$ cat src/rtl/dram_keep_pkg.sv
`timescale 1ns/1ps
package dram_keep_pkg;

  // Direction of a column command
  typedef enum logic {
    COL_READ  = 1'b0,
    COL_WRITE = 1'b1
  } col_dir_e;

  // Per-bank update strobes produced by the decoder
  typedef struct packed {
    logic rd_inc;
    logic wr_inc;
    logic act_dec;
  } bank_upd_t;

endpackage

$ cat src/rtl/bank_cmd_decode.sv
`timescale 1ns/1ps
module bank_cmd_decode
  import dram_keep_pkg::*;
#(
  parameter int NUM_BANKS = 8,
  localparam int BANK_W   = (NUM_BANKS > 1) ? $clog2(NUM_BANKS) : 1
) (
  input  logic                  col_valid,
  input  logic                  col_is_write,
  input  logic [BANK_W-1:0]     col_bank,
  input  logic                  act_valid,
  input  logic [BANK_W-1:0]     act_bank,
  output bank_upd_t             upd [NUM_BANKS]
);

  col_dir_e dir;
  assign dir = col_dir_e'(col_is_write);

  // One comparator pair per bank
  for (genvar b = 0; b < NUM_BANKS; b++) begin : g_bank
    logic col_here;
    logic act_here;
    assign col_here = col_valid && (col_bank == BANK_W'(b));
    assign act_here = act_valid && (act_bank == BANK_W'(b));
    always_comb begin
      upd[b].rd_inc  = col_here && (dir == COL_READ);
      upd[b].wr_inc  = col_here && (dir == COL_WRITE);
      upd[b].act_dec = act_here;
    end
  end

endmodule

$ cat src/rtl/sat_hist_ctr.sv
`timescale 1ns/1ps
module sat_hist_ctr #(
  parameter int CNT_W = 4,
  parameter int INIT  = 8,
  localparam logic [CNT_W-1:0] CMAX  = {CNT_W{1'b1}},
  localparam logic [CNT_W-1:0] CINIT = CNT_W'(INIT)
) (
  input  logic             clk,
  input  logic             rst,
  input  logic             inc,
  input  logic             dec,
  output logic [CNT_W-1:0] cnt
);

  logic up_ok;
  logic dn_ok;
  assign up_ok = inc && !dec && (cnt != CMAX);
  assign dn_ok = dec && !inc && (cnt != '0);

  always_ff @(posedge clk) begin
    if (rst)        cnt <= CINIT;
    else if (up_ok) cnt <= cnt + 1'b1;
    else if (dn_ok) cnt <= cnt - 1'b1;
  end

  // single increment step
  a_r2_step_up: assert property (@(posedge clk) disable iff (rst)
    (inc && !dec && cnt != CMAX) |=> (cnt == $past(cnt) + 1'b1));

  // single decrement step
  a_r3_step_down: assert property (@(posedge clk) disable iff (rst)
    (dec && !inc && cnt != '0) |=> (cnt == $past(cnt) - 1'b1));

  // no wrap at the top
  a_r5_no_overflow: assert property (@(posedge clk) disable iff (rst)
    (cnt == CMAX && inc) |=> (cnt == CMAX));

  // no wrap at the bottom
  a_r6_no_underflow: assert property (@(posedge clk) disable iff (rst)
    (cnt == '0 && dec) |=> (cnt == '0));

  // simultaneous reward and penalty cancel
  a_r7_cancel: assert property (@(posedge clk) disable iff (rst)
    (inc && dec) |=> $stable(cnt));

endmodule

$ cat src/rtl/bank_open_slice.sv
`timescale 1ns/1ps
module bank_open_slice
  import dram_keep_pkg::*;
#(
  parameter int CNT_W  = 4,
  parameter int THRESH = 8,
  localparam logic [CNT_W-1:0] TH = CNT_W'(THRESH)
) (
  input  logic      clk,
  input  logic      rst,
  input  logic      write_mode,
  input  bank_upd_t upd,
  output logic      keep_open
);

  logic [CNT_W-1:0] rd_cnt;
  logic [CNT_W-1:0] wr_cnt;
  logic [CNT_W-1:0] sel_cnt;

  sat_hist_ctr #(.CNT_W(CNT_W), .INIT(THRESH)) u_rd_hist (
    .clk (clk),
    .rst (rst),
    .inc (upd.rd_inc),
    .dec (upd.act_dec),
    .cnt (rd_cnt)
  );

  sat_hist_ctr #(.CNT_W(CNT_W), .INIT(THRESH)) u_wr_hist (
    .clk (clk),
    .rst (rst),
    .inc (upd.wr_inc),
    .dec (upd.act_dec),
    .cnt (wr_cnt)
  );

  assign sel_cnt = write_mode ? wr_cnt : rd_cnt;

  always_ff @(posedge clk) begin
    if (rst) keep_open <= 1'b1;
    else     keep_open <= (sel_cnt >= TH);
  end

  // read mode with a weak read history closes the row next cycle
  a_r8_read_close: assert property (@(posedge clk) disable iff (rst)
    (!write_mode && rd_cnt < TH) |=> !keep_open);

  // write mode with a strong write history keeps the row next cycle
  a_r8_write_keep: assert property (@(posedge clk) disable iff (rst)
    (write_mode && wr_cnt >= TH) |=> keep_open);

endmodule

$ cat src/rtl/dram_row_keep_predictor.sv
`timescale 1ns/1ps
module dram_row_keep_predictor
  import dram_keep_pkg::*;
#(
  parameter int NUM_BANKS = 8,
  parameter int CNT_W     = 4,
  parameter int THRESH    = 8,
  localparam int BANK_W   = (NUM_BANKS > 1) ? $clog2(NUM_BANKS) : 1
) (
  input  logic                  clk,
  input  logic                  rst,
  input  logic                  write_mode,
  input  logic                  col_valid,
  input  logic                  col_is_write,
  input  logic [BANK_W-1:0]     col_bank,
  input  logic                  act_valid,
  input  logic [BANK_W-1:0]     act_bank,
  output logic [NUM_BANKS-1:0]  keep_open
);

  bank_upd_t upd [NUM_BANKS];

  bank_cmd_decode #(.NUM_BANKS(NUM_BANKS)) u_dec (
    .col_valid    (col_valid),
    .col_is_write (col_is_write),
    .col_bank     (col_bank),
    .act_valid    (act_valid),
    .act_bank     (act_bank),
    .upd          (upd)
  );

  for (genvar b = 0; b < NUM_BANKS; b++) begin : g_slice
    bank_open_slice #(.CNT_W(CNT_W), .THRESH(THRESH)) u_slice (
      .clk        (clk),
      .rst        (rst),
      .write_mode (write_mode),
      .upd        (upd[b]),
      .keep_open  (keep_open[b])
    );

    // an idle bank with an unchanged mode keeps its flag
    a_r9_isolated: assert property (@(posedge clk) disable iff (rst)
      (!upd[b].rd_inc && !upd[b].wr_inc && !upd[b].act_dec &&
       !$past(rst) && $stable(write_mode) &&
       !$past(upd[b].rd_inc) && !$past(upd[b].wr_inc) && !$past(upd[b].act_dec))
      |=> $stable(keep_open[b]));
  end

  // reset leaves every bank in the keep-open state
  a_r1_reset_open: assert property (@(posedge clk)
    rst |=> (&keep_open));

endmodule

$ cat config.mk
export PLATFORM = sky130hd
export DESIGN_NAME = dram_row_keep_predictor
export DESIGN_NICKNAME = d
export VERILOG_FILES = /design/src/rtl/dram_keep_pkg.sv /design/src/rtl/bank_cmd_decode.sv /design/src/rtl/sat_hist_ctr.sv /design/src/rtl/bank_open_slice.sv /design/src/rtl/dram_row_keep_predictor.sv
export SDC_FILE = /design/constraint.sdc
export NUM_CORES = 1
export LEC_CHECK = 0
export ABC_AREA = 1
export BUFFER_PORTS_ARGS = -buffer_cell sky130_fd_sc_hd__buf_2
export CAP_MARGIN = 30
export CORE_ASPECT_RATIO = 0.75
export CORE_MARGIN = 3
export CORE_UTILIZATION = 50
export CTS_CLUSTER_DIAMETER = 50
export CTS_CLUSTER_SIZE = 28
export DETAILED_ROUTE_END_ITERATION = 10
export MAX_ROUTING_LAYER = met4
export PLACE_DENSITY = 0.67
export SYNTH_ARGS = -nofsm -noshare
export SYNTH_HDL_FRONTEND = slang
export SYNTH_SLANG_ARGS = --single-unit
$ cat constraint.sdc
create_clock -name clk -period 2.5 [get_ports clk]
set_input_delay 0.375 -clock clk [delete_from_list [all_inputs] [get_ports clk]]
set_output_delay 0.375 -clock clk [all_outputs]
set_load 0.005 [all_outputs]
==> results of run 1 <==
-- cells by family after synthesis --
group                      count (synthesis)  synth area share (%)
xor gates and xnor gates                  16                  2.69
AOI/OAI and AO/OA                         86                  9.14
DFF                                       72                  27.6
buffers and inverters                    119                  9.19
and+or+nand+nor                          414                  37.5
adders and majority gates                 48                  13.8
-- layer usage --
metal,track usage [%],wire length [um],vias up
li1,-,-,2466
met1,29.1,5800,2161
met2,32.3,5180,98
met3,4.25,508,16
met4,5.83,142,0
met5,-,0,-
-- layout by cell type, fill, tap and decap left out, types with 4 or more instances in the layout --
master,instances
nand2_1,143
nor2_1,115
nand3_1,88
inv_1,84
dfxtp_1,72
a21oi_1,34
ha_1,32
nand2_2,24
o21ai_0,23
buf_2,19
nand4_1,18
o21ai_1,16
fa_1,16
xor2_1,14
nand2_4,10
inv_2,9
clkbuf_16,9
a21oi_2,8
clkinv_1,8
buf_4,7
nand3_2,5
nor2_4,5
nor2_2,4
-- state kept, by name, summed over array words and instances (netlist names) --
name and count:
g_slice.u_slice.u_wr_hist.cnt 32, g_slice.u_slice.keep_open 8, g_slice.u_slice.u_rd_hist.cnt 32
-- layout make-up --
type / count / area (sq um)
Fill cell: 911 / 4180
Multi-Input combinational cell: 564 / 3290
Sequential cell: 72 / 1440
Inverter: 101 / 379
Clock buffer: 9 / 225
Tap cell: 132 / 165
Timing Repair Buffer: 26 / 148
Clock inverter: 6 / 61.3
-- through the flow --
step / instance area [sq um] / setup WS, ns
after detailed placement: 5430 / 0.0823
final: 5710 / 0.382
after floorplan: 5210 / 0.523
after global placement: 5430 / 0.149
after global routing: 5710 / 0.157
after CTS: 5710 / 0.434
-- path summary, 6_finish.rpt --
check / depth (start not counted) / to / slack [ns] / from
min: 2 / g_slice[3].u_slice.u_rd_hist.cnt[3]$_SDFFE_PP1P_ / 0.48 / g_slice[3].u_slice.u_rd_hist.cnt[3]$_SDFFE_PP1P_
min reg2reg: 2 / g_slice[3].u_slice.u_rd_hist.cnt[3]$_SDFFE_PP1P_ / 0.48 / g_slice[3].u_slice.u_rd_hist.cnt[3]$_SDFFE_PP1P_
max reg2reg: 13 / g_slice[2].u_slice.u_rd_hist.cnt[3]$_SDFFE_PP1P_ / 0.50 / g_slice[2].u_slice.u_rd_hist.cnt[0]$_SDFFE_PP0P_
max: 14 / g_slice[4].u_slice.u_rd_hist.cnt[3]$_SDFFE_PP1P_ / 0.38 / col_bank[0]
-- power by group --
group / internal (uW) / total (uW) / switching, uW / leakage [uW]
registers: 1210 / 1280 / 74.0 / 0.000588
clock network: 763 / 1260 / 499 / 0.000141
logic: 193 / 503 / 310 / 0.00187
-- worst reg2reg max path: stages (launching register included) --
cell,delay [ns]
dfxtp_1,0.37
nand2_1,0.09
nor2_1,0.04
nor2_1,0.23
nand2_4,0.15
ha_1,0.37
nand2_1,0.09
nand2_1,0.05
nor2_1,0.14
inv_1,0.05
nand2_1,0.08
nand3_1,0.08
nand2_1,0.07
nand3_1,0.06
==> metrics, run 1 <==
status=completed; clock-pin slew on the worst setup and hold paths=approximately 0.060 ns; Starting Density=approximately 53%; Max Cap Viol=0; Worst Hold Class=reg2reg; synthesized flop and latch total=between 70 and 80; Nets=834; period utilization=~85%; Die Wd=between 100 and 150 um; Syn Std Cell Area=about 5200 sq um; Cell Count, Final, Fillers Out=910; CTS Hold Bufs=0; # IOs=20; final clock skew=about 0.0086 ns; final worst path period need=between 2 and 2.5 ns; initial antenna violation count=0; routability cong.=0.920; area leader, netlist=dfxtp_1; CP endpoint kind=register; CTS tree=built; Power, Total=3050 uW; post-DP HPWL=around 8600 um; vias in the first global route=roughly 4300; VDD IR-drop max=roughly 0.33 mV; Routed WL per cell=12.8 um; Max-Slew Margin vs Limit=72.0%; crit-path most repeated cell=nand2_1; RSZ-0062 raised after global routing=false; worst path cell trace=buf_2, nor2_1, nand3_1, inv_1, nand3_2, ha_1, nand2_1, nand2_1, nor2_1, inv_1, o21ai_0, nand2_1, nand2_1, nand3_1; delay-heaviest family, CP=simple AND/OR/NAND/NOR gates; Power Dens Cells=around 530 nW/um^2; Gate Count Post-Synth=755; crit path kind=in2reg; Via Count=approximately 4700; layout cells sized above 1=14.3%; asr flop ratio synth=0%; root buffer cell=clkbuf_16; Critical Path RT=~2.7 ns; Remaining DRCs=0; Min Hold Slack=approximately 0.48 ns; Placed Instances=around 900; largest net degree at the start of global routing=31; static leakage=0.00260 uW; setup TNS=0 ns; row count=31; CTS max path bufs=2; maximum clock rate=approximately 0.47 GHz; core footprint=slightly below 10000 sq um; Chip Height=94.4 um; Slew Viols, Final=0; input/output buffers=19; Setup Buffers After CTS=0; DRT iter0 DRCs=256; Synth Warn #=0; # clock sinks=72; type of origin of the critical path=primary input; Antenna Cells=0; Clock H-tree levels=3; Pre-antenna DRT Iters=5; CP peak stage delay=0.38 ns; Util after Layout=approximately 58%; GRT overflow=0; Die ar.=11700 sq um; Global Route Usage Sum=approximately a fifth; CP bufs+invs=3; Final Hold Fails=0; total nets after synthesis=around 800; Clk Latency, worst-skew pair=approximately 0.34 ns; Total Routed Length=approximately 12000 um; Layout area overhead=9.58%; crit path max fanout=5; distinct cell type count of the synthesized netlist=27; first-pass GRT wire length=a little under 20000 um; Synth area leaders=dfxtp_1, nand2_1, nand3_1, nor2_1, ha_1; Post-synth EDFFs=0; syn_area_per_cell=slightly below 7 sq um; slowest CP cell=ha_1; critical path arrival=~2.3 ns; Least-Margin Pin Slew=0.418 ns; post_cts resized=0; antenna viol nets, final=0; most common cell in the netlist=nand2_1; Synth top area share=between 20% and 30%; total CTS buffers=9; synth cell count leaders=nand2_1, nor2_1, nand3_1; drt via density=5.21; Primary FF master, synth=dfxtp_1; final setup fails=0; register area share after synthesis=roughly 28%
Note: power is estimated with default switching activity, not from simulation.
==> run 2: changes to the inputs <==
clock period = 1.95 ns   (was 2.5 ns; I/O delays follow)
==> metrics, run 2 (synthesis gave the netlist of run 1 again) <==
status=completed; # clock sinks=72 (unchanged); Critical Path RT=2.16 ns (-0.55 ns); Die ar.=11700 sq um (unchanged); Chip Height=94.4 um (unchanged); CP bufs+invs=5 (+2); multi-input logic area=3390 sq um (+2.8%); Largest regs=g_slice.u_slice.u_rd_hist.cnt: 32 flops, g_slice.u_slice.u_wr_hist.cnt: 32 flops, g_slice.u_slice.keep_open: 8 flops; Final Hold Fails=0 (unchanged); hold path endpoint=g_slice[1].u_slice.u_wr_hist.cnt[2]$_SDFFE_PP0P_; Max Cap Viol=0 (unchanged); post-DP HPWL=9210 um (+6.6%); worst path cell trace=buf_2, nand2_1, inv_1, buf_4, nand3_1, clkinv_1, nand2_2, ha_1, nand2_1, nand2_1, nor2_1, inv_1, nand2_1, nand3_1, nand2_1, nand3_1; static leakage=0.00297 uW (+14%); setup TNS=0 ns (unchanged); period utilization=approximately 93%; Slew Viols, Final=0 (unchanged); setup slack after placement=-0.235 ns (-0.318 ns); drt via density=5.04 (-3.3%); Max-Slew Margin vs Limit=74.5% (+2.5 points); worst hold path startpoint=rst; maximum clock rate=roughly 0.55 GHz; crit-path most repeated cell=nand2_1; DRT iter0 DRCs=229 (-11%); Pre-antenna DRT Iters=5 (unchanged); Antenna Cells=0 (unchanged); Worst Hold Class=in2reg; row count=31 (unchanged); Clock H-tree levels=3 (unchanged); final setup fails=0 (unchanged); final clock skew=0.00574 ns (-0.00284 ns); crit path max fanout=4 (-1); # IOs=20 (unchanged); slowest CP cell=ha_1; Global Route Usage Sum=23.1% (+1.8 points); Placed Instances=974 (+8.8%); CTS tree=built; Clk Latency, worst-skew pair=0.34 ns (about the same); core footprint=9890 sq um (unchanged); Total Routed Length=12400 um (+6.5%); commonest non-fill, non-tap cell in the layout=nand2_1; register area=1460 sq um (+1.6%); routability cong.=0.839 (-8.8%); input/output buffers=19 (unchanged); type of origin of the critical path=primary input; VDD IR-drop max=0.361 mV (+8.9%); flop-to-flop setup slack=0.14 ns (-0.36 ns); first-pass GRT wire length=21100 um (+8.4%); Worst R2R End=g_slice[7].u_slice.u_wr_hist.cnt[3]$_SDFFE_PP1P_; root buffer cell=clkbuf_16; Die Wd=124 um (unchanged); CP peak stage delay=0.26 ns (-0.12 ns); GRT overflow=0 (unchanged); total CTS buffers=9 (unchanged); reg2reg start=g_slice[7].u_slice.u_wr_hist.cnt[2]$_SDFFE_PP0P_; most frequent cells in the layout=nand2_1, nor2_1, nand3_1; Remaining DRCs=0 (unchanged); vias in the first global route=4789 (+11%); delay-heaviest family, CP=simple AND/OR/NAND/NOR gates; antenna viol nets, final=0 (unchanged); layout cells sized above 1=27.2% (+13 points); PnR worst setup slack=0.128 ns (-0.254 ns); Routed WL per cell=12.5 um (-2.1%); Power Dens Cells=613 nW/um^2 (+15%); R2R depth=13 (unchanged); CTS max path bufs=2 (unchanged); Starting Density=52.7% (unchanged); Setup crit start=col_bank[2]; Least-Margin Pin Slew=0.382 ns (-0.0362 ns); CP endpoint kind=register; Setup Buffers After CTS=0 (unchanged); final worst path period need=1.82 ns; Cell Count, Final, Fillers Out=990 (+8.8%); hold depth=2 (unchanged); Fillers=883 (-3.1%); Layout area overhead=22.8%; Via Count=4988 (+5.2%); crit path kind=in2reg; clock-pin slew on the worst setup and hold paths=0.05 ns (about the same); largest net degree at the start of global routing=35 (+13%); initial antenna violation count=0 (unchanged); Nets=913 (+9.5%); Min Hold Slack=0.319 ns (-0.157 ns); critical path arrival=2.03 ns (-0.30 ns)
-- run 2: changes by cell type in the layout (fill, tap and decap cells not counted), moves of 2 or more --
cell	before	now
buf_4	7	86
nor2_1	115	91
nor2_2	4	27
dfxtp_1	72	54
dfxtp_2	0	18
clkbuf_1	0	3
ha_1	32	30
ha_4	0	2
o21ai_0	23	21
o21ai_1	16	18
-- run 2: power by group --
group / leakage [uW] / total [uW] / internal (uW) / switching [uW]
sequential: 0.000595 / 1640 / 1560 / 86.2
clock: 0.000130 / 1510 / 892 / 622
combinational: 0.00224 / 765 / 328 / 437
-- run 2: timing repair --
| action | 4_1_cts | 5_1_grt |
|---|---|---|
| resized for setup | 0 | 48 |
| endpoints found under the setup margin | 0 | 19 |
| hold buffers | 0 | 0 |
-- run 2: worst max-delay path by stage --
stage | depth (start not counted) | slack [ns] | endpoint
3_5_place_dp | 15 | -0.24 | g_slice[4].u_slice.u_rd_hist.cnt[3]$_SDFFE_PP1P_
6_report | 16 | 0.13 | g_slice[6].u_slice.u_rd_hist.cnt[3]$_SDFFE_PP1P_
2_1_floorplan | 13 | 0.06 | g_slice[4].u_slice.u_wr_hist.cnt[3]$_SDFFE_PP1P_
5_1_grt | 15 | -0.02 | g_slice[0].u_slice.u_rd_hist.cnt[3]$_SDFFE_PP1P_
4_1_cts | 13 | 0.09 | g_slice[2].u_slice.u_rd_hist.cnt[3]$_SDFFE_PP1P_
3_3_place_gp | 16 | -0.18 | g_slice[1].u_slice.u_rd_hist.cnt[3]$_SDFFE_PP1P_
-- run 2: stage by stage --
stage | power (uW) | util, % | instance area (sq um)
finish | 3920 | 64.7 | 6400
global route | 4130 | 64.7 | 6400
CTS | 3930 | 63.6 | 6290
detailed placement | 2410 | 60.9 | 6020
global placement | 2370 | 60.9 | 6020
floorplan | 2170 | - | 5210
-- run 2: final cells by class --
class / instances / area share (%)
clock inverter: 3 / 0.274
timing repair buffer: 105 / 11.6
clock buffer: 13 / 3.91
inverter: 101 / 5.92
multi-input combinational: 564 / 52.9
tap: 132 / 2.58
sequential: 72 / 22.9
-- run 2: per-layer routing --
metal  vias up  wire length, um  global-route usage, %
li1       2617                -                      -
met1      2248             5960                   29.3
met5         -                0                      -
met3        23              485                   4.61
met2       100             5740                   37.5
met4         0              206                   6.47
==> run 3: changes to the inputs <==
CORE_UTILIZATION = 63   (was 50)
PLACE_DENSITY = 0.81   (was 0.67)
==> metrics, run 3 (synthesis gave the netlist of run 1 again) <==
status=completed; Die Wd=111 um (-10%); largest net degree at the start of global routing=49 (+40%); hold depth=2 (unchanged); Starting Density=65.6% (+13 points); VDD IR-drop max=0.691 mV (+92%); RSZ-0062 raised after global routing=true; Antenna Cells=0 (unchanged); crit path max fanout=5 (+1); final worst path period need=1.86 ns (+0.0365 ns); Placed Area=5890 sq um (-2.2%); # IOs=20 (unchanged); Max Cap Viol=0 (unchanged); clock-pin slew on the worst setup and hold paths=0.08 ns (+0.03 ns); # clock sinks=72 (unchanged); Pre-antenna DRT Iters=5 (unchanged); core footprint=7950 sq um (-20%); slowest CP cell=fa_2; Clock H-tree levels=3 (unchanged); Power, Total=3500 uW (-11%); Clk Latency, worst-skew pair=0.36 ns (+0.02 ns); CTS max path bufs=2 (unchanged); total CTS buffers=9 (unchanged); Worst Hold Class=in2reg; Critical Path RT=2.24 ns (+0.08 ns); Power Dens Cells=561 nW/um^2 (-8.4%); PnR worst setup slack=0.0915 ns (-0.0365 ns); GRT overflow=0 (unchanged); drt via density=5.39 (+7.1%); Gate power share=21.8% (+2.3 points); Die ar.=9410 sq um (-20%); critical path arrival=2.15 ns (+0.12 ns); Total Routed Length=12500 um (+0.71%); most frequent cells in the layout=nand2_1, nor2_1, nand3_1; Chip Height=84.8 um (-10%); type of origin of the critical path=register; DRT iter0 DRCs=385 (+68%); antenna viol nets, final=0 (unchanged); root buffer cell=clkbuf_8; Global Route Usage Sum=27.5% (+4.4 points); crit path kind=reg2reg; Internal=2400 uW (-14%); Remaining DRCs=0 (unchanged); CTS tree=built; final clock skew=0.00645 ns (+0.000706 ns); Sequential Power Share=47.1% (+5.2 points); Final Hold Fails=0 (unchanged); Nets=901 (-1.3%); input/output buffers=19 (unchanged); CP peak stage delay=0.40 ns (+0.14 ns); post-DP HPWL=9110 um (-1.1%); Net Sw Power=1100 uW (-3.7%); maximum clock rate=0.538 GHz (-2.0%); Worst path depth=10 (-6); final setup fails=0 (unchanged); Clk network pwr share=31.1% (-7.5 points); switching part of the total power=31.5% (+2.3 points); Routed WL per cell=13.1 um (+5.0%); Slew Viols, Final=0 (unchanged); period utilization=95.3% (+1.9 points); routability cong.=0.867 (+3.3%); layout cells sized above 1=27.2% (+0.063 points); delay-heaviest family, CP=simple AND/OR/NAND/NOR gates; Layout area overhead=19.7%; first-pass GRT wire length=20900 um (-1.2%); Max-Slew Margin vs Limit=63.8% (-11 points); Finished Cell Area=6240 sq um (-2.6%); worst path cell trace=nand2_1, nor2_2, nor2_2, nand2_2, buf_4, buf_4, fa_2, xor2_2, nand2_2, a21oi_2; Fillers=559 (-37%); Least-Margin Pin Slew=0.544 ns (+0.161 ns); Util after Layout=78.4% (+14 points); row count=28 (-9.7%); Via Count=5124 (+2.7%); initial antenna violation count=0 (unchanged); setup slack after placement=-0.344 ns (-0.108 ns); commonest non-fill, non-tap cell in the layout=nand2_1; R2R depth=10 (-3); static leakage=0.00287 uW (-3.1%); CP bufs+invs=2 (-3); vias in the first global route=4802 (+0.27%); Largest regs=g_slice.u_slice.u_rd_hist.cnt: 32 flops, g_slice.u_slice.u_wr_hist.cnt: 32 flops, g_slice.u_slice.keep_open: 8 flops; CP endpoint kind=register
-- run 3: cell count changes in the layout (fill, tap and decap cells not counted), moves of 4 or more --
cell / delta
dfxtp_2: +6
ha_1: -4
clkbuf_16: -9
dfxtp_1: -7
buf_4: -12
nor2_1: +5
nor2_2: -4
ha_4: +4
clkbuf_8: +10
-- run 3: worst paths after layout --
path / to / slack, ns / start
max: g_slice[1].u_slice.u_wr_hist.cnt[2]$_SDFFE_PP0P_ / 0.09 / g_slice[1].u_slice.u_wr_hist.cnt[0]$_SDFFE_PP0P_
min: g_slice[7].u_slice.keep_open$_SDFF_PP1_ / 0.37 / write_mode
max reg2reg: g_slice[1].u_slice.u_wr_hist.cnt[2]$_SDFFE_PP0P_ / 0.09 / g_slice[1].u_slice.u_wr_hist.cnt[0]$_SDFFE_PP0P_
min reg2reg: g_slice[1].u_slice.u_wr_hist.cnt[0]$_SDFFE_PP0P_ / 0.46 / g_slice[1].u_slice.u_wr_hist.cnt[0]$_SDFFE_PP0P_
-- run 3: routing by layer --
layer	vias up	global-route usage, %	routed length (um)
met4	0	8.73	203
met5	-	-	0
met1	2374	33.1	5620
met2	135	46.1	6060
met3	27	6.27	591
li1	2588	-	-
-- run 3: cell type report --
type	instances	area [sq um]	share of cell area, %
Clock buffer	12	155	2.49
Timing Repair Buffer	93	651	10.4
Multi-Input combinational cell	564	3430	55.0
Tap cell	105	131	2.11
Sequential cell	72	1480	23.6
Clock inverter	3	17.5	0.281
Inverter	101	379	6.08
-- run 3: metrics by stage --
step | hold WS, ns | TNS [ns] | cells
6_report | 0.366 | 0 | 950
5_1_grt | 0.369 | -0.114 | 950
4_1_cts | 0.349 | 0 | 949
3_5_place_dp | 0.471 | -3.86 | 934
3_3_place_gp | 0.467 | -1.82 | 934
2_1_floorplan | 0.419 | 0 | 755
-- run 3: power by group through the flow --
stage | clock network, uW | registers (uW) | logic, uW
3_5_place_dp | 0 | 1670 | 726
2_1_floorplan | 0 | 1650 | 515
4_1_cts | 1100 | 1640 | 734
5_1_grt | 1180 | 1660 | 864
3_3_place_gp | 0 | 1670 | 682
6_report | 1090 | 1650 | 762
-- run 3: what timing repair did --
action,CTS,global route
pin swaps,0,4
hold buffers,0,0
gates cloned,0,0
setup endpoints to repair,2,17
setup buffers,0,1
resized for setup,3,52
